[src/rtl/selftest_pkg.sv]
package selftest_pkg;

   typedef enum logic [1:0] {
      PH_IDLE = 2'd0,
      PH_SUM  = 2'd1,
      PH_CHK  = 2'd2,
      PH_INV  = 2'd3
   } st_phase_e;

   localparam logic [7:0] BLANK_CHAR = 8'h20;
   localparam int         PASS_BIT   = 5;

endpackage

[src/rtl/selftest_ctrl.sv]
module selftest_ctrl
   import selftest_pkg::*;
#(
   parameter int ROM_DEPTH   = 128,
   parameter int TEST_CYCLES = 262144,
   parameter int CNT_W       = $clog2(TEST_CYCLES + 1)
) (
   input  logic             clk_i,
   input  logic             rst_ni,
   input  logic             start_i,
   output logic             begin_o,
   output logic             busy_o,
   output st_phase_e        phase_o,
   output logic [CNT_W-1:0] idx_o,
   output logic             sum_done_o,
   output logic             end_o
);
   localparam int               HALF    = (TEST_CYCLES - ROM_DEPTH) / 2;
   localparam logic [CNT_W-1:0] LAST_C  = CNT_W'(TEST_CYCLES - 1);
   localparam logic [CNT_W-1:0] SUM_END = CNT_W'(ROM_DEPTH);
   localparam logic [CNT_W-1:0] CHK_END = CNT_W'(ROM_DEPTH + HALF);

   logic             busy_q, end_q;
   logic [CNT_W-1:0] cnt_q;

   assign begin_o = start_i & ~busy_q;

   always_ff @(posedge clk_i or negedge rst_ni) begin
      if (!rst_ni) begin
         busy_q <= 1'b0;
         cnt_q  <= '0;
         end_q  <= 1'b0;
      end else begin
         end_q <= 1'b0;
         if (begin_o) begin
            busy_q <= 1'b1;
            cnt_q  <= '0;
         end else if (busy_q) begin
            if (cnt_q == LAST_C) begin
               busy_q <= 1'b0;
               cnt_q  <= '0;
               end_q  <= 1'b1;
            end else begin
               cnt_q <= cnt_q + 1'b1;
            end
         end
      end
   end

   always_comb begin
      if (!busy_q)                phase_o = PH_IDLE;
      else if (cnt_q < SUM_END)   phase_o = PH_SUM;
      else if (cnt_q < CHK_END)   phase_o = PH_CHK;
      else                        phase_o = PH_INV;
   end

   assign busy_o     = busy_q;
   assign idx_o      = cnt_q;
   assign sum_done_o = busy_q && (cnt_q == SUM_END);
   assign end_o      = end_q;

endmodule

[src/rtl/selftest_sum.sv]
module selftest_sum #(
   parameter int ROWS    = 7,
   parameter int COLS    = 5,
   parameter int SUM_W   = 16,
   parameter bit BY_ROWS = 1'b1
) (
   input  logic                 clk_i,
   input  logic                 rst_ni,
   input  logic                 clear_i,
   input  logic                 acc_i,
   input  logic [ROWS*COLS-1:0] glyph_i,
   output logic [SUM_W-1:0]     sum_o
);
   logic [SUM_W-1:0] part;
   logic [SUM_W-1:0] sum_q;

   generate
      if (BY_ROWS) begin : g_rows
         always_comb begin
            part = '0;
            for (int r = 0; r < ROWS; r++)
               part = part + SUM_W'(glyph_i[r*COLS +: COLS]);
         end
      end else begin : g_cols
         logic [ROWS-1:0] col_w;
         always_comb begin
            part  = '0;
            col_w = '0;
            for (int c = 0; c < COLS; c++) begin
               for (int r = 0; r < ROWS; r++)
                  col_w[r] = glyph_i[r*COLS + c];
               part = part + SUM_W'(col_w);
            end
         end
      end
   endgenerate

   always_ff @(posedge clk_i or negedge rst_ni) begin
      if (!rst_ni)      sum_q <= '0;
      else if (clear_i) sum_q <= '0;
      else if (acc_i)   sum_q <= sum_q + part;
   end

   assign sum_o = sum_q;

endmodule

[src/rtl/selftest_pattern.sv]
module selftest_pattern #(
   parameter int DIGITS = 8,
   parameter int COLS   = 5
) (
   input  logic                   en_i,
   input  logic                   inv_i,
   input  logic                   row_odd_i,
   output logic [DIGITS*COLS-1:0] dots_o
);
   generate
      for (genvar d = 0; d < DIGITS; d++) begin : g_dig
         for (genvar c = 0; c < COLS; c++) begin : g_col
            localparam logic PAR = 1'((c + d) % 2);
            assign dots_o[d*COLS + c] = en_i & (row_odd_i ^ PAR ^ inv_i);
         end
      end
   endgenerate

endmodule

[src/rtl/selftest_seq.sv]
module selftest_seq
   import selftest_pkg::*;
#(
   parameter int             ROM_DEPTH   = 128,
   parameter int             TEST_CYCLES = 262144,
   parameter int             ROWS        = 7,
   parameter int             COLS        = 5,
   parameter int             DIGITS      = 8,
   parameter int             SUM_W       = 16,
   parameter logic [15:0]    EXP_SUM     = 16'h0000,
   parameter bit             SUM_BY_ROWS = 1'b1,
   parameter int             REG_W       = 8,
   parameter int             UDC_W       = 8,
   parameter int             ROM_AW      = $clog2(ROM_DEPTH)
) (
   input  logic                   clk_i,
   input  logic                   rst_ni,
   input  logic                   start_i,
   output logic [ROM_AW-1:0]      rom_addr_o,
   input  logic [ROWS*COLS-1:0]   rom_data_i,
   input  logic                   row_odd_i,
   output logic                   busy_o,
   output logic                   pass_o,
   output logic                   pat_en_o,
   output logic                   pat_inv_o,
   output logic [DIGITS*COLS-1:0] pat_dots_o,
   output logic                   end_o,
   output logic [REG_W-1:0]       ctrl_word_o,
   output logic [7:0]             char_fill_o,
   output logic [UDC_W-1:0]       udc_fill_o
);
   localparam int CNT_W = $clog2(TEST_CYCLES + 1);

   initial begin
      assert (TEST_CYCLES > ROM_DEPTH + 1)
         else $error("TEST_CYCLES must exceed ROM_DEPTH+1");
      assert (((TEST_CYCLES - ROM_DEPTH) % 2) == 0)
         else $error("pattern phases need an even remainder");
      assert (ROM_DEPTH == (1 << ROM_AW))
         else $error("ROM_DEPTH must be a power of two");
      assert (REG_W > PASS_BIT)
         else $error("REG_W too small for the pass bit");
      assert (SUM_W <= 16)
         else $error("SUM_W wider than EXP_SUM");
   end

   st_phase_e        phase;
   logic [CNT_W-1:0] idx;
   logic             begin_w, sum_done;
   logic [SUM_W-1:0] sum;
   logic             pass_q;

   selftest_ctrl #(
      .ROM_DEPTH   (ROM_DEPTH),
      .TEST_CYCLES (TEST_CYCLES),
      .CNT_W       (CNT_W)
   ) i_ctrl (
      .clk_i      (clk_i),
      .rst_ni     (rst_ni),
      .start_i    (start_i),
      .begin_o    (begin_w),
      .busy_o     (busy_o),
      .phase_o    (phase),
      .idx_o      (idx),
      .sum_done_o (sum_done),
      .end_o      (end_o)
   );

   selftest_sum #(
      .ROWS    (ROWS),
      .COLS    (COLS),
      .SUM_W   (SUM_W),
      .BY_ROWS (SUM_BY_ROWS)
   ) i_sum (
      .clk_i   (clk_i),
      .rst_ni  (rst_ni),
      .clear_i (begin_w),
      .acc_i   (phase == PH_SUM),
      .glyph_i (rom_data_i),
      .sum_o   (sum)
   );

   always_ff @(posedge clk_i or negedge rst_ni) begin
      if (!rst_ni)       pass_q <= 1'b0;
      else if (begin_w)  pass_q <= 1'b0;
      else if (sum_done) pass_q <= (sum == EXP_SUM[SUM_W-1:0]);
   end

   assign rom_addr_o = (phase == PH_SUM) ? idx[ROM_AW-1:0] : '0;
   assign pat_en_o   = (phase == PH_CHK) || (phase == PH_INV);
   assign pat_inv_o  = (phase == PH_INV);
   assign pass_o     = pass_q;

   selftest_pattern #(
      .DIGITS (DIGITS),
      .COLS   (COLS)
   ) i_pat (
      .en_i      (pat_en_o),
      .inv_i     (pat_inv_o),
      .row_odd_i (row_odd_i),
      .dots_o    (pat_dots_o)
   );

   always_comb begin
      ctrl_word_o           = '0;
      ctrl_word_o[PASS_BIT] = pass_q;
   end
   assign char_fill_o = BLANK_CHAR;
   assign udc_fill_o  = '1;

endmodule

[config.mk]
export PLATFORM = sky130hd
export DESIGN_NAME = selftest_seq
export DESIGN_NICKNAME = d
export VERILOG_FILES = /design/src/rtl/selftest_pkg.sv /design/src/rtl/selftest_ctrl.sv /design/src/rtl/selftest_sum.sv /design/src/rtl/selftest_pattern.sv /design/src/rtl/selftest_seq.sv
export SDC_FILE = /design/constraint.sdc
export NUM_CORES = 1
export LEC_CHECK = 0
export BUFFER_PORTS_ARGS = -buffer_cell sky130_fd_sc_hd__buf_4
export CORE_UTILIZATION = 45
export CTS_BUF_LIST = sky130_fd_sc_hd__clkbuf_8
export DETAILED_ROUTE_END_ITERATION = 10
export GPL_TIMING_DRIVEN = 0
export PLACE_DENSITY = 0.71
export REMOVE_ABC_BUFFERS = 1
export SLEW_MARGIN = 10
export SYNTH_ARGS = -nofsm -noshare
export SYNTH_HDL_FRONTEND = slang
export SYNTH_SLANG_ARGS = --single-unit
export TNS_END_PERCENT = 5
[constraint.sdc]
create_clock -name clk_i -period 7.27 [get_ports clk_i]
set_input_delay 1.454 -clock clk_i [delete_from_list [all_inputs] [get_ports clk_i]]
set_output_delay 1.454 -clock clk_i [all_outputs]
set_load 0.005 [all_outputs]
== Word level (Yosys, flattened, before mapping) ==
Cells that the tools add are included.
Cells by class
  bitwise gates (word level): 7
  reduce and logical (&&, ||, !) cells: 6
  equal/unequal tests: 5
  mux-type cells: 17
  add/subtract/negate cells: 8
  $lt $le $gt $ge: 2
Operators by type and width (count)
  adder 16 x 5 -> 16 bit: 5
  2-to-1 mux 19 bit: 3
  2-to-1 mux 16 bit: 2
  adder 19 x 1 -> 19 bit (second input constant): 1
  == test 19 x 18 -> 1 bit (second input constant): 1
  == test 19 x 8 -> 1 bit (second input constant): 1
  < comparator 19 x 18 -> 1 bit (second input constant): 1
  < comparator 19 x 8 -> 1 bit (second input constant): 1
  adder 16 bit: 1
  logical NOT 16 bit: 1
  2-to-1 mux 1 bit: 9
  2-to-1 mux 7 bit: 1
  adder 5 x 5 -> 6 bit: 1
  nonzero test 2 bit: 3
  == test 2 bit (second input constant): 2
  2-to-1 mux 2 bit: 2
  AND 1 bit: 3
  == test 2 x 1 -> 1 bit (second input constant): 1
  NOT 1 bit: 2
  bitwise XOR 1 bit: 2
  logical AND 1 bit: 1
  logical OR 1 bit: 1
Word-level totals
  bits in registers: 38
  logic and storage cells: 50

== Depth between registers and ports, before layout ==
Gate-level depths: netlist of the first run.
  word-level depth: 9
  mapped depth: 19

== Modules after synthesis ==
From an unflattened synthesis of the first run, not the netlist that was laid out.
Second synthesis, totals
  cells, all modules: 454
  area total of the unflattened synthesis: 4027.6 µm²
Modules (own cells, without submodules)
  selftest_sum: times used 1, area an instance 1970.6 µm², sequential area each 400.4 µm², cells an instance 205
  selftest_ctrl: times used 1, area an instance 1422.6 µm², sequential area each 525.5 µm², cells an instance 163
  selftest_seq: times used 1, area an instance 326.6 µm², sequential area each 25.0 µm², cells an instance 44
  selftest_pattern: times used 1, area an instance 307.8 µm², sequential area each 0.0 µm², cells an instance 42

== Worst setup path before layout of the first run ==
No wires, ideal clock.
  kind: input port to flip-flop
  from: input rom_data_i[0]
  to: register i_sum.sum_q[8], in the netlist i_sum.sum_o[8]
  setup time: 0.135 ns
  path buffers: 0
  cell stages on the path: 18
  arrival time: 5.816 ns
  setup slack: 1.319 ns
  required time: 7.135 ns
  cell sequence: ha_1 -> fa_1 -> a21o_1 -> a21oi_1 -> xnor2_1 -> fa_1 -> inv_1 -> fa_1 -> fa_1 -> fa_1 -> inv_1 -> ha_1 -> o21ai_0 -> nor2_1 -> or3b_2 -> a31oi_1 -> xor2_1 -> o21ai_0
On the way
  cells in the longest elaborated chain, start to end: 9
Ends and longest elaborated chain
  start, declared: line selftest_seq.sv:20  | input logic [ROWS*COLS-1:0] rom_data_i,
  adder 5 x 5 -> 6 bit: line selftest_sum.sv:22  | part = part + SUM_W'(glyph_i[r*COLS +: COLS]);
  adder 16 x 5 -> 16 bit (5 in a row): line selftest_sum.sv:22
  adder 16 bit: line selftest_sum.sv:41  | else if (acc_i) sum_q <= sum_q + part;
  2-to-1 mux 16 bit: line selftest_sum.sv:41
  2-to-1 mux 16 bit: line selftest_sum.sv:40  | else if (clear_i) sum_q <= '0;
  end signal, assigned: line selftest_sum.sv:41
  end, declared: line selftest_sum.sv:15  | logic [SUM_W-1:0] sum_q;
No other way between the ends. The select of a mux whose other input is x is not followed.
A chain may end at the register's enable or synchronous reset.

== Final worst setup path of the first run ==
  from: input rom_data_i[0]
  to: register i_sum.sum_q[15], in the netlist i_sum.sum_o[15]
The elaborated chain is that of the path after synthesis.

==> results of run 1 <==
flip-flops by register name, summed over array words and instances (netlist names):
register	flops
i_ctrl.busy_o	1
i_ctrl.idx_o	19
i_sum.sum_o	16
pass_o	1
i_ctrl.end_o	1
per-stage QoR:
stage / utilization / setup WS (ns) / power, mW / cell area (um2)
2_1_floorplan: - / 1.316 / 0.9833 / 3369
3_3_place_gp: 0.5092 / 0.9100 / 1.201 / 4184
3_5_place_dp: 0.5092 / 0.8213 / 1.244 / 4184
4_1_cts: 0.5266 / 1.123 / 1.474 / 4327
5_1_grt: 0.5284 / 0.6561 / 1.625 / 4342
6_report: 0.5284 / 1.109 / 1.465 / 4342
per-layer routing:
metal | wire, um | vias up | share of wire
met5 | 0 | - | 0
met4 | 85 | 0 | 0.011
met3 | 196 | 7 | 0.026
met2 | 3791 | 58 | 0.50
met1 | 3455 | 1467 | 0.46
li1 | - | 1481 | -
worst paths after layout:
check	endpoint	cells after the start
worst max-delay path	i_sum.sum_o[15]	18
worst min-delay path	i_sum.sum_o[15]	1
worst max register to register	i_sum.sum_o[9]	13
worst min register to register	i_sum.sum_o[15]	1
max in group asynchronous	i_ctrl.end_o	1
min in group asynchronous	i_ctrl.idx_o[3]	1
kinds of logic (layout without fill, tap and decap cells):
kind of cell    after synthesis  count (layout)
simple gates                127             127
buf+inv                     118             144
compound gates               79              79
fa+ha+maj                    52              52
flops                        38              38
xor+xnor                     14              14
other cells                   2              23
mux                           2               2
synth_stat cells, types with 2 or more instances:
master    number  area share
buf_2          2      0.0026
a21o_1         6       0.012
o22ai_1        2      0.0033
o41ai_1        2      0.0046
dfrtp_1       38        0.25
o21ai_1       15       0.020
clkbuf_1       8      0.0079
conb_1         2      0.0020
xor2_1         6       0.014
a211oi_1       2      0.0039
and4_1         4      0.0092
ha_1          28       0.092
and3_1        10       0.016
inv_1         45       0.044
a22o_1         4      0.0092
a31oi_1        6      0.0099
fa_1          24        0.13
nor2_1        24       0.024
o31ai_1        5      0.0099
nand2_1       25       0.025
buf_4         62        0.12
nand2b_1       6      0.0099
nor3_1         3      0.0039
nor2b_1       10       0.016
nand3b_1       2      0.0039
xnor2_1        8       0.018
o21ai_0       15       0.020
nor4_1         9       0.015
nand4_1        5      0.0082
and2_1         3      0.0049
a21oi_1       13       0.017
nand3_1       20       0.026
mux2i_1        2      0.0053
power breakdown:
group	internal, mW	total [mW]	switching [mW]
Sequential	0.260	0.325	0.0646
Combinational	0.433	0.916	0.483
Clock	0.146	0.224	0.0775
Total	0.840	1.46	0.625
cell type report:
| type | instances | area, um2 |
|---|---|---|
| clock inverter | 2 | 60.06 |
| fill | 777 | 3875 |
| clock buffer | 6 | 82.58 |
| inverter | 45 | 168.9 |
| sequential | 38 | 950.9 |
| multi-input combinational | 297 | 2265 |
| tap | 105 | 131.4 |
| timing repair buffer | 91 | 683.2 |
critical path, delay by kind of cell:
family | cells | cell delay, ns
compound gates | 4 | 0.89
simple gates | 2 | 0.44
fa+ha+maj | 7 | 3.09
xor+xnor | 1 | 0.17
buf+inv | 4 | 0.29
==> reports/results.txt, run 1 <==
Status -> finished clean
Drt wl/cell -> 12.89 um
Slew HR -> 0.3403
Post-Synth XOR/XNOR Area -> 0.03221
Clock root buffer -> clkbuf_8
Crit path cell chain -> buf_4, ha_1, fa_1, xor2_1, fa_1, inv_1, fa_1, fa_1, inv_1, fa_1, inv_1, fa_1, nor2b_1, o2111ai_1, a32oi_1, nand3_1, o211ai_1, o31ai_1
Global-route wire length before repair -> 12.74 mm
Gate Count Post-Synth -> 432
Post-DP HPWL -> 5.906 mm
Clk Latency, worst-skew pair -> 0.30 ns
Global routing usage on met2 -> 0.2871
Number of H-tree levels -> 2
Post-synth EDFFs -> 0
Most common cell after layout, fill and taps aside -> buf_4
Slack of the worst reg-to-reg path -> 3.77 ns
Crit-path max cell delay -> 0.54 ns
Average size of a mapped cell -> 8.813 um2
Setup Crit Path Kind -> primary input to register
Leakage -> 2.224 nW
Worst vdd ir -> 0.0004910 V
DR pass1 iterations -> 4
FF+latch count, synth -> 38
Initial antenna violation count -> 0
Asr flop ratio synth -> 1.000
CP max stage cell -> fa_1
FP Rows -> 33
Number of diodes -> 0
Dominant combinational cell family by area after synthesis -> adder cells
R2r startpoint -> i_sum.sum_o[5]
Clk_skew -> 0.006033 ns
Worst Hold Launch -> i_sum.sum_o[15]
Total track usage -> 0.1810
CP endpoint kind -> register
Core area -> 0.008217 mm2
CP arrival -> 6.34 ns
Unique masters post-synth -> 49
DRT iter0 DRCs -> 134
Setup bufs post-CTS -> 0
Final Cycle Share -> 0.8474
Largest net degree at the start of global routing -> 39
Max-slew violation count -> 0
Max-cap viol count -> 0
CTS Hold Buffers Added -> 0
Final wirelength -> 7.528 mm
Critical path launch point -> rom_data_i[0]
CTS buffer count -> 5
Share of layout cells above drive strength 1 -> 0.2234
CP max FO -> 3
Fin crit period -> 6.161 ns
Most used cell, CP -> fa_1
Clk slew on worst S/H paths -> 0.07 ns
Grt ovf -> 0
Vias in the first global route -> 2710
Post-synthesis adder-cell area fraction -> 0.2182
Initial Util -> 0.4634
Commonest non-fill, non-tap cells in the layout -> buf_4 (91), inv_1 (45), dfrtp_1 (38)
M1 GR Usage -> 0.2541
Post-CTS sizing -> 0
Die area -> 0.008833 mm2
Die height -> 93.99 um
Chip Width -> 93.99 um
Total number of vias -> 3013
Final hold violation count -> 0
Synthesized area -> 0.003807 mm2
# setup viols final -> 0
Layout net count -> 569
CP Launch Type -> primary input
Peak Freq -> 162.3 MHz
Register area share after synthesis -> 0.2498
Post-Route Setup TNS -> 0 ns
Max clock buf depth -> 2
Post-Layout Cell Count -> 584
Simple-gate share of the synthesized area -> 0.1784
Clk sinks -> 38
Post-synthesis mux area share -> 0.005258
I/O Buffers -> 91
Vias per cell -> 5.159
Pwr/cell area -> 337.4 mW/mm2
GR Layer Usage met3 -> 0.02589
Total I/O pin count -> 115
CTS tree -> yes
Slew @ Worst Pin -> 0.9863 ns
Unrepaired setup endpoints after global routing -> no
Fin Hold WS -> 0.5037 ns
Residual DRC -> 0
Compound-cell area share of the yosys netlist -> 0.1341
Post-route ant nets -> 0
Busiest grt layer -> met2
Synth Warn # -> 0
Synth Flop Type -> dfrtp_1
Layout Area Growth over Synthesis -> 14.03%
Hold Path Class -> register to register
# placed instances -> 576
Critical Path RT -> 7.45 ns
Placer Congestion -> 0.8047
Power figures use the tool's default switching activity.
==> inputs of run 2 (changes only) <==
--- a/config.mk
+++ b/config.mk
@@ -5,12 +5,13 @@
 export SDC_FILE = /design/constraint.sdc
 export NUM_CORES = 1
 export LEC_CHECK = 0
+export ABC_AREA = 1
 export BUFFER_PORTS_ARGS = -buffer_cell sky130_fd_sc_hd__buf_4
 export CORE_UTILIZATION = 45
 export CTS_BUF_LIST = sky130_fd_sc_hd__clkbuf_8
 export DETAILED_ROUTE_END_ITERATION = 10
 export GPL_TIMING_DRIVEN = 0
-export PLACE_DENSITY = 0.71
+export PLACE_DENSITY = 0.74
 export REMOVE_ABC_BUFFERS = 1
 export SLEW_MARGIN = 10
 export SYNTH_ARGS = -nofsm -noshare
==> constraint.sdc (replaced) <==
create_clock -name clk_i -period 5.3 [get_ports clk_i]
set_input_delay 1.06 -clock clk_i [delete_from_list [all_inputs] [get_ports clk_i]]
set_output_delay 1.06 -clock clk_i [all_outputs]
set_load 0.005 [all_outputs]
==> run 2 against run 1 <==
Net effect:
- synthesized cell count increased by 23%
- critical path depth unchanged
- cell area rose by 4.6%
- critical endpoint is now i_sum.sum_o[7]
- critical path type unchanged
- first-iteration DRC count increased by 3.0%
- non-clock buffer count unchanged
- setup slack lost 0.91 ns
- register-to-register slack worse by 1.6 ns
==> reports/results.txt, run 2 <==
Status -> finished clean (unchanged)
Total I/O pin count -> 115 (unchanged)
Number of diodes -> 0 (unchanged)
Yosys top cell by area -> dfrtp_1 (unchanged)
Final Cycle Share -> 0.9621
Chip Width -> 96.24 um (was 93.99 um)
Slew HR -> 0.3325 (was 0.3403)
Grt ovf -> 0 (unchanged)
Total track usage -> 0.1775 (was 0.1810)
Final hold violation count -> 0 (unchanged)
Final worst slack -> 0.2011 ns (was 1.109 ns)
FF-to-FF End -> i_sum.sum_o[15] (was i_sum.sum_o[9])
Share of the synthesized area in the top cell type -> 0.2379 (was 0.2498)
Max-cap viol count -> 0 (unchanged)
Setup bufs post-CTS -> 0 (unchanged)
Leakage -> 2.441 nW (was 2.224 nW)
Unique masters post-synth -> 33 (was 49)
Commonest non-fill, non-tap cells in the layout -> nand2_1 (104), buf_4 (91), inv_1 (88) (was buf_4 (91), inv_1 (45), dfrtp_1 (38))
Max clock buf depth -> 2 (unchanged)
Asr flop ratio synth -> 1.000 (unchanged)
Die area -> 0.009261 mm2 (was 0.008833 mm2)
R2r startpoint -> i_sum.sum_o[5] (unchanged)
# setup viols final -> 0 (unchanged)
Clk Latency, worst-skew pair -> 0.29 ns (was 0.30 ns)
Most common cell after layout, fill and taps aside -> nand2_1 (was buf_4)
Number of H-tree levels -> 2 (unchanged)
Core area -> 0.008678 mm2 (was 0.008217 mm2)
Worst Hold Launch -> i_sum.sum_o[14] (was i_sum.sum_o[15])
Post-synth EDFFs -> 0 (unchanged)
Setup Crit Path Kind -> primary input to register (unchanged)
Average size of a mapped cell -> 7.526 um2 (was 8.813 um2)
Max-slew violation count -> 0 (unchanged)
FP Rows -> 34 (was 33)
Clock root buffer -> clkbuf_8 (unchanged)
CTS buffer count -> 5 (unchanged)
Dpl ws -> -0.2455 ns (was 0.8213 ns)
PnR Total Power -> 2.359 mW (was 1.465 mW)
Global-route wire length before repair -> 12.74 mm (about the same)
Max reg flops -> 19 (unchanged)
Largest net degree at the start of global routing -> 39 (unchanged)
Most repeated cell in the gate-level netlist after synthesis -> nand2_1 (was buf_4)
Vias in the first global route -> 2892 (was 2710)
Peak Freq -> 196.1 MHz
Final wirelength -> 7.846 mm (was 7.528 mm)
Synth top area cells -> dfrtp_1 (24%), fa_1 (12%), buf_4 (12%), nand2_1 (9.8%), ha_1 (8.8%) (was dfrtp_1 (25%), fa_1 (13%), buf_4 (12%), ha_1 (9.2%), inv_1 (4.4%))
Residual DRC -> 0 (unchanged)
I/O Buffers -> 91 (unchanged)
CTS tree -> yes (unchanged)
Initial Util -> 0.4605 (was 0.4634)
Die height -> 96.24 um (was 93.99 um)
WHS Endpoint -> i_sum.sum_o[14] (was i_sum.sum_o[15])
CP max FO -> 3 (unchanged)
Clk sinks -> 38 (unchanged)
Total number of vias -> 3378 (was 3013)
Critical Path RT -> 5.47 ns (was 7.45 ns)
Unrepaired setup endpoints after global routing -> yes (was no)
Fin crit period -> 5.099 ns
Post-DP HPWL -> 6.331 mm (was 5.906 mm)
Drt wl/cell -> 11.35 um (was 12.89 um)
Initial antenna violation count -> 0 (unchanged)
CP arrival -> 5.27 ns (was 6.34 ns)
Clk slew on worst S/H paths -> 0.07 ns (about the same)
Share of layout cells above drive strength 1 -> 0.2007 (was 0.2234)
Synth Warn # -> 0 (unchanged)
Hold path cells -> 1 (unchanged)
Layout net count -> 674 (was 569)
Synthesized area -> 0.003996 mm2 (was 0.003807 mm2)
Gate Count Post-Synth -> 531 (was 432)
FF+latch count, synth -> 38 (unchanged)
Register area share after synthesis -> 0.2379 (was 0.2498)
CP endpoint kind -> register (unchanged)
Worst vdd ir -> 0.0004942 V (was 0.0004910 V)
Commonest cells in the synthesized netlist -> nand2_1 (104), inv_1 (88), buf_4 (62) (was buf_4 (62), inv_1 (45), dfrtp_1 (38))
Layout Area Growth over Synthesis -> 13.65% (was 14.03%)
Hold Path Class -> register to register (unchanged)
Slew @ Worst Pin -> 0.9976 ns (was 0.9863 ns)
Clk_skew -> 0.007318 ns (was 0.006033 ns)
R2r worst-path depth -> 17 (was 13)
Post-route ant nets -> 0 (unchanged)
DRT iter0 DRCs -> 138 (was 134)
Placer Congestion -> 0.9108 (was 0.8047)
CP Launch Type -> primary input (unchanged)
Synth Flop Type -> dfrtp_1 (unchanged)
Pwr/cell area -> 519.5 mW/mm2 (was 337.4 mW/mm2)
DR pass1 iterations -> 4 (unchanged)
Vias per cell -> 4.889 (was 5.159)
Slack of the worst reg-to-reg path -> 2.16 ns (was 3.77 ns)
==> run 2: cell types whose count changed after synthesis, moves of 10 or more <==
cell	previous run	this run
and3_1	10	0
inv_1	45	88
nand2_1	25	104
nor2_1	24	52
nor2b_1	10	0
o21ai_1	15	3
o22ai_1	2	14
==> run 2: logic make-up (layout without fill, tap and decap cells) <==
kind of cell | count (synthesis) | in the layout | synth area share
simple gates | 217 | 217 | 0.2376
other cells | 2 | 23 | 0.001879
compound gates | 49 | 49 | 0.06982
flops | 38 | 38 | 0.2379
buf+inv | 157 | 188 | 0.2098
xor+xnor | 16 | 16 | 0.03507
fa+ha+maj | 52 | 52 | 0.2079
==> run 2: per-stage QoR <==
stage	TNS, ns	hold slack [ns]	instances	util	cell area (um2)
floorplan	0	0.4674	485	-	3575
global placement	-1.246	0.4982	684	0.5062	4393
detailed placement	-1.707	0.5015	684	0.5062	4393
CTS	0	0.5141	691	0.5192	4506
global route	0	0.5284	691	0.5234	4542
finish	0	0.5156	691	0.5234	4542
==> run 2: how the worst max path moves through the flow <==
stage / startpoint / to / slack, ns
6_report: rom_data_i[0] / i_sum.sum_o[7] / 0.20
5_1_grt: rom_data_i[0] / i_sum.sum_o[15] / 0.001
4_1_cts: rom_data_i[0] / i_sum.sum_o[7] / 0.06
3_5_place_dp: rom_data_i[0] / i_sum.sum_o[7] / -0.25
3_3_place_gp: rom_data_i[0] / i_sum.sum_o[7] / -0.21
2_1_floorplan: rom_data_i[0] / i_sum.sum_o[15] / 0.15
==> run 2: timing repair <==
item	4_1_cts	5_1_grt
endpoints found under the hold margin	0	0
hold buffers	0	0
gates resized for setup	0	8
setup endpoints to repair	0	10
==> run 2: power breakdown <==
part | internal [mW] | leakage, nW | switching [mW]
clock | 0.151 | 0.0573 | 0.106
combinational | 0.676 | 1.89 | 0.964
sequential | 0.383 | 0.492 | 0.0803
total | 1.21 | 2.44 | 1.15
==> run 2: final cells by class <==
type,instances,area [um2]
Clock inverter,1,30.03
Clock buffer,6,82.58
Inverter,90,337.8
Sequential cell,38,950.9
Tap cell,108,135.1
Fill cell,791,4136
Multi-Input combinational cell,357,2322
Timing Repair Buffer,91,683.2
==> run 2: layer usage <==
metal  GRT usage  wire [um]  vias to the layer above
li1            -          -                     1685
met1      0.2208       3295                     1555
met2      0.3150       3933                      128
met3     0.03239        504                       10
met4     0.04478        111                        0
met5           0          0                        -
==> run 2: critical path: stages <==
cell	delay, ns
buf_4	0.11
ha_1	0.20
fa_2	0.36
xor2_1	0.16
fa_1	0.50
inv_1	0.06
fa_1	0.50
fa_1	0.54
inv_1	0.05
fa_1	0.53
inv_1	0.07
fa_1	0.50
nor2_2	0.17
nor2_2	0.07
o21ai_1	0.15
a21oi_1	0.08
o21ai_0	0.08
nand2_1	0.08
==> inputs of run 3 (changes only) <==
--- a/config.mk
+++ b/config.mk
@@ -11,7 +11,7 @@
 export CTS_BUF_LIST = sky130_fd_sc_hd__clkbuf_8
 export DETAILED_ROUTE_END_ITERATION = 10
 export GPL_TIMING_DRIVEN = 0
-export PLACE_DENSITY = 0.74
+export PLACE_DENSITY = 0.71
 export REMOVE_ABC_BUFFERS = 1
 export SLEW_MARGIN = 10
 export SYNTH_ARGS = -nofsm -noshare
==> constraint.sdc (replaced) <==
create_clock -name clk_i -period 5.17 [get_ports clk_i]
set_input_delay 1.034 -clock clk_i [delete_from_list [all_inputs] [get_ports clk_i]]
set_output_delay 1.034 -clock clk_i [all_outputs]
set_load 0.005 [all_outputs]
==> run 3 against run 2 <==
Net effect:
- cell area about the same
- routed wire length increased by 1.6%
- clock-buffer cell count did not move
- largest power group unchanged
==> reports/results.txt, run 3 (synthesis gave the netlist of run 2 again) <==
Placer Congestion -> 0.8770 (was 0.9108)
Share of layout cells above drive strength 1 -> 0.2106 (was 0.2007)
Most common cell after layout, fill and taps aside -> nand2_1 (unchanged)
Fin Hold WS -> 0.5281 ns (was 0.5156 ns)
Grt ovf -> 0 (unchanged)
Setup Crit Path Kind -> primary input to register (unchanged)
Total I/O pin count -> 115 (unchanged)
Slew HR -> 0.5816 (was 0.3325)
Hold Path Class -> register to register (unchanged)
Total number of vias -> 3372 (was 3378)
Drt wl/cell -> 11.52 um (was 11.35 um)
Leakage -> 2.439 nW (was 2.441 nW)
Crit path cell chain -> buf_4, ha_1, fa_2, a21oi_2, o21bai_1, xor2_1, fa_1, inv_1, fa_1, fa_1, fa_1, inv_1, ha_4, nand2_1, nor2_1, nand3b_1, nand3_4, nand3_1, nand2_1, nor2_1 (was buf_4, ha_1, fa_2, xor2_1, fa_1, inv_1, fa_1, fa_1, inv_1, fa_1, inv_1, fa_1, nor2_2, nor2_2, o21ai_1, a21oi_1, o21ai_0, nand2_1)
DRT iter0 DRCs -> 159 (was 138)
Critical Path RT -> 5.36 ns (was 5.47 ns)
Die height -> 96.24 um (unchanged)
Clk sinks -> 38 (unchanged)
Layout net count -> 674 (unchanged)
Total track usage -> 0.1782 (was 0.1775)
Initial Util -> 0.4605 (unchanged)
CTS buffer count -> 5 (unchanged)
Clk slew on worst S/H paths -> 0.08 ns (was 0.07 ns)
Worst vdd ir -> 0.0003657 V (was 0.0004942 V)
I/O Buffers -> 91 (unchanged)
Post-Layout Cell Count -> 692 (was 691)
Fillers -> 804 (was 791)
Fin crit period -> 4.973 ns
Max clock buf depth -> 2 (unchanged)
Chip Width -> 96.24 um (unchanged)
Final hold violation count -> 0 (unchanged)
Max-cap viol count -> 0 (unchanged)
Setup bufs post-CTS -> 0 (unchanged)
# placed instances -> 684 (unchanged)
Final Cycle Share -> 0.9618
Peak Freq -> 201.1 MHz
Final wirelength -> 7.971 mm (was 7.846 mm)
Final worst slack -> 0.1975 ns (was 0.2011 ns)
Number of diodes -> 0 (unchanged)
Crit-path leading delay family -> adder cells (unchanged)
DR pass1 iterations -> 4 (unchanged)
Post-route ant nets -> 0 (unchanged)
# setup viols final -> 0 (unchanged)
FP Rows -> 34 (unchanged)
Unrepaired setup endpoints after global routing -> yes (unchanged)
Post-DP HPWL -> 6.461 mm (was 6.331 mm)
PnR Total Power -> 2.397 mW (was 2.359 mW)
CP endpoint kind -> register (unchanged)
CP arrival -> 5.16 ns (was 5.27 ns)
CP max stage cell -> fa_1 (unchanged)
Vias in the first global route -> 2895 (was 2892)
Crit-path max cell delay -> 0.55 ns (was 0.54 ns)
Most used cell, CP -> fa_1 (unchanged)
CP bufs+invs -> 3 (was 4)
Vias per cell -> 4.873 (was 4.889)
Number of H-tree levels -> 2 (unchanged)
Layout Area Growth over Synthesis -> 13.68% (was 13.65%)
Max-slew violation count -> 0 (unchanged)
Clock root buffer -> clkbuf_8 (unchanged)
CP max FO -> 5 (was 3)
Status -> finished clean (unchanged)
Dpl ws -> -0.3485 ns (was -0.2455 ns)
Core area -> 0.008678 mm2 (unchanged)
Commonest non-fill, non-tap cells in the layout -> nand2_1 (100), buf_4 (91), inv_1 (89) (was nand2_1 (104), buf_4 (91), inv_1 (88))
CTS tree -> yes (unchanged)
CP Launch Type -> primary input (unchanged)
Clk_skew -> 0.004798 ns (was 0.007318 ns)
Initial antenna violation count -> 0 (unchanged)
Die area -> 0.009261 mm2 (unchanged)
Clk Latency, worst-skew pair -> 0.29 ns (about the same)
Max reg flops -> 19 (unchanged)
Largest net degree at the start of global routing -> 39 (unchanged)
Residual DRC -> 0 (unchanged)
Pwr/cell area -> 527.7 mW/mm2 (was 519.5 mW/mm2)
Slew @ Worst Pin -> 0.6269 ns (was 0.9976 ns)
Global-route wire length before repair -> 12.95 mm (was 12.74 mm)
==> run 3: cell types whose count changed in the layout (fill, tap and decap cells not counted), sizes merged <==
| cell | previous run | this run |
|---|---|---|
| bufinv | 1 | 0 |
| inv | 89 | 90 |
| clkinv | 1 | 2 |
==> run 3: worst reg2reg max path, delay by kind of cell (launching register included) <==
| kind | cells | cell delay, ns |
|---|---|---|
| DFF | 1 | 0.43 |
| buffers and inverters | 2 | 0.09 |
| adders and majority gates | 5 | 1.80 |
| and+or+nand+nor | 7 | 0.74 |
==> run 3: per-stage QoR <==
stage | setup TNS, ns | cell area [um2] | util
after floorplan | 0 | 3575 | -
after global placement | -2.481 | 4393 | 0.5062
after detailed placement | -2.934 | 4393 | 0.5062
after CTS | -0.001879 | 4492 | 0.5176
after global routing | -0.2114 | 4543 | 0.5235
final | 0 | 4543 | 0.5235
==> run 3: per-layer routing <==
metal	track usage	wire length (um)	vias up
li1	-	-	1688
met1	0.2453	3597	1581
met2	0.3038	3938	101
met3	0.02607	420	2
met4	0.02239	14	0
met5	0	0	-
==> run 3: final cells by class <==
type                            instances  area, um2  share of cell area
Multi-Input combinational cell        357       2345              0.5161
Sequential cell                        38      950.9              0.2093
Timing Repair Buffer                   91      683.2              0.1504
Inverter                               90      337.8             0.07436
Tap cell                              108      135.1             0.02974
Clock buffer                            6      82.58             0.01818
Clock inverter                          2      8.758            0.001928
==> run 3: path summary, 6_finish.rpt <==
check / from / to / slack [ns] / cells past startpoint
min: i_sum.sum_o[9] / i_sum.sum_o[9] / 0.53 / 2
max: rom_data_i[0] / i_sum.sum_o[13] / 0.20 / 20
min in group asynchronous: rst_ni / i_ctrl.idx_o[7] / 0.70 / 1
max in group asynchronous: rst_ni / i_ctrl.idx_o[4] / 4.12 / 1
max reg2reg: i_sum.sum_o[5] / i_sum.sum_o[13] / 2.03 / 14
min reg2reg: i_sum.sum_o[9] / i_sum.sum_o[9] / 0.53 / 2
==> run 3: timing repair <==
item | 4_1_cts | 5_1_grt
cloned | 0 | 0
pin swaps | 0 | 2
hold buffers | 0 | 0
resized for setup | 3 | 12
endpoints found under the setup margin | 4 | 11
==> run 3: report_power, final <==
part | leakage, nW | internal (mW) | switching, mW | total, mW
Combinational | 1.90 | 0.702 | 1.01 | 1.71
Sequential | 0.492 | 0.393 | 0.0843 | 0.477
Clock | 0.0524 | 0.106 | 0.106 | 0.212
Total | 2.44 | 1.20 | 1.20 | 2.40
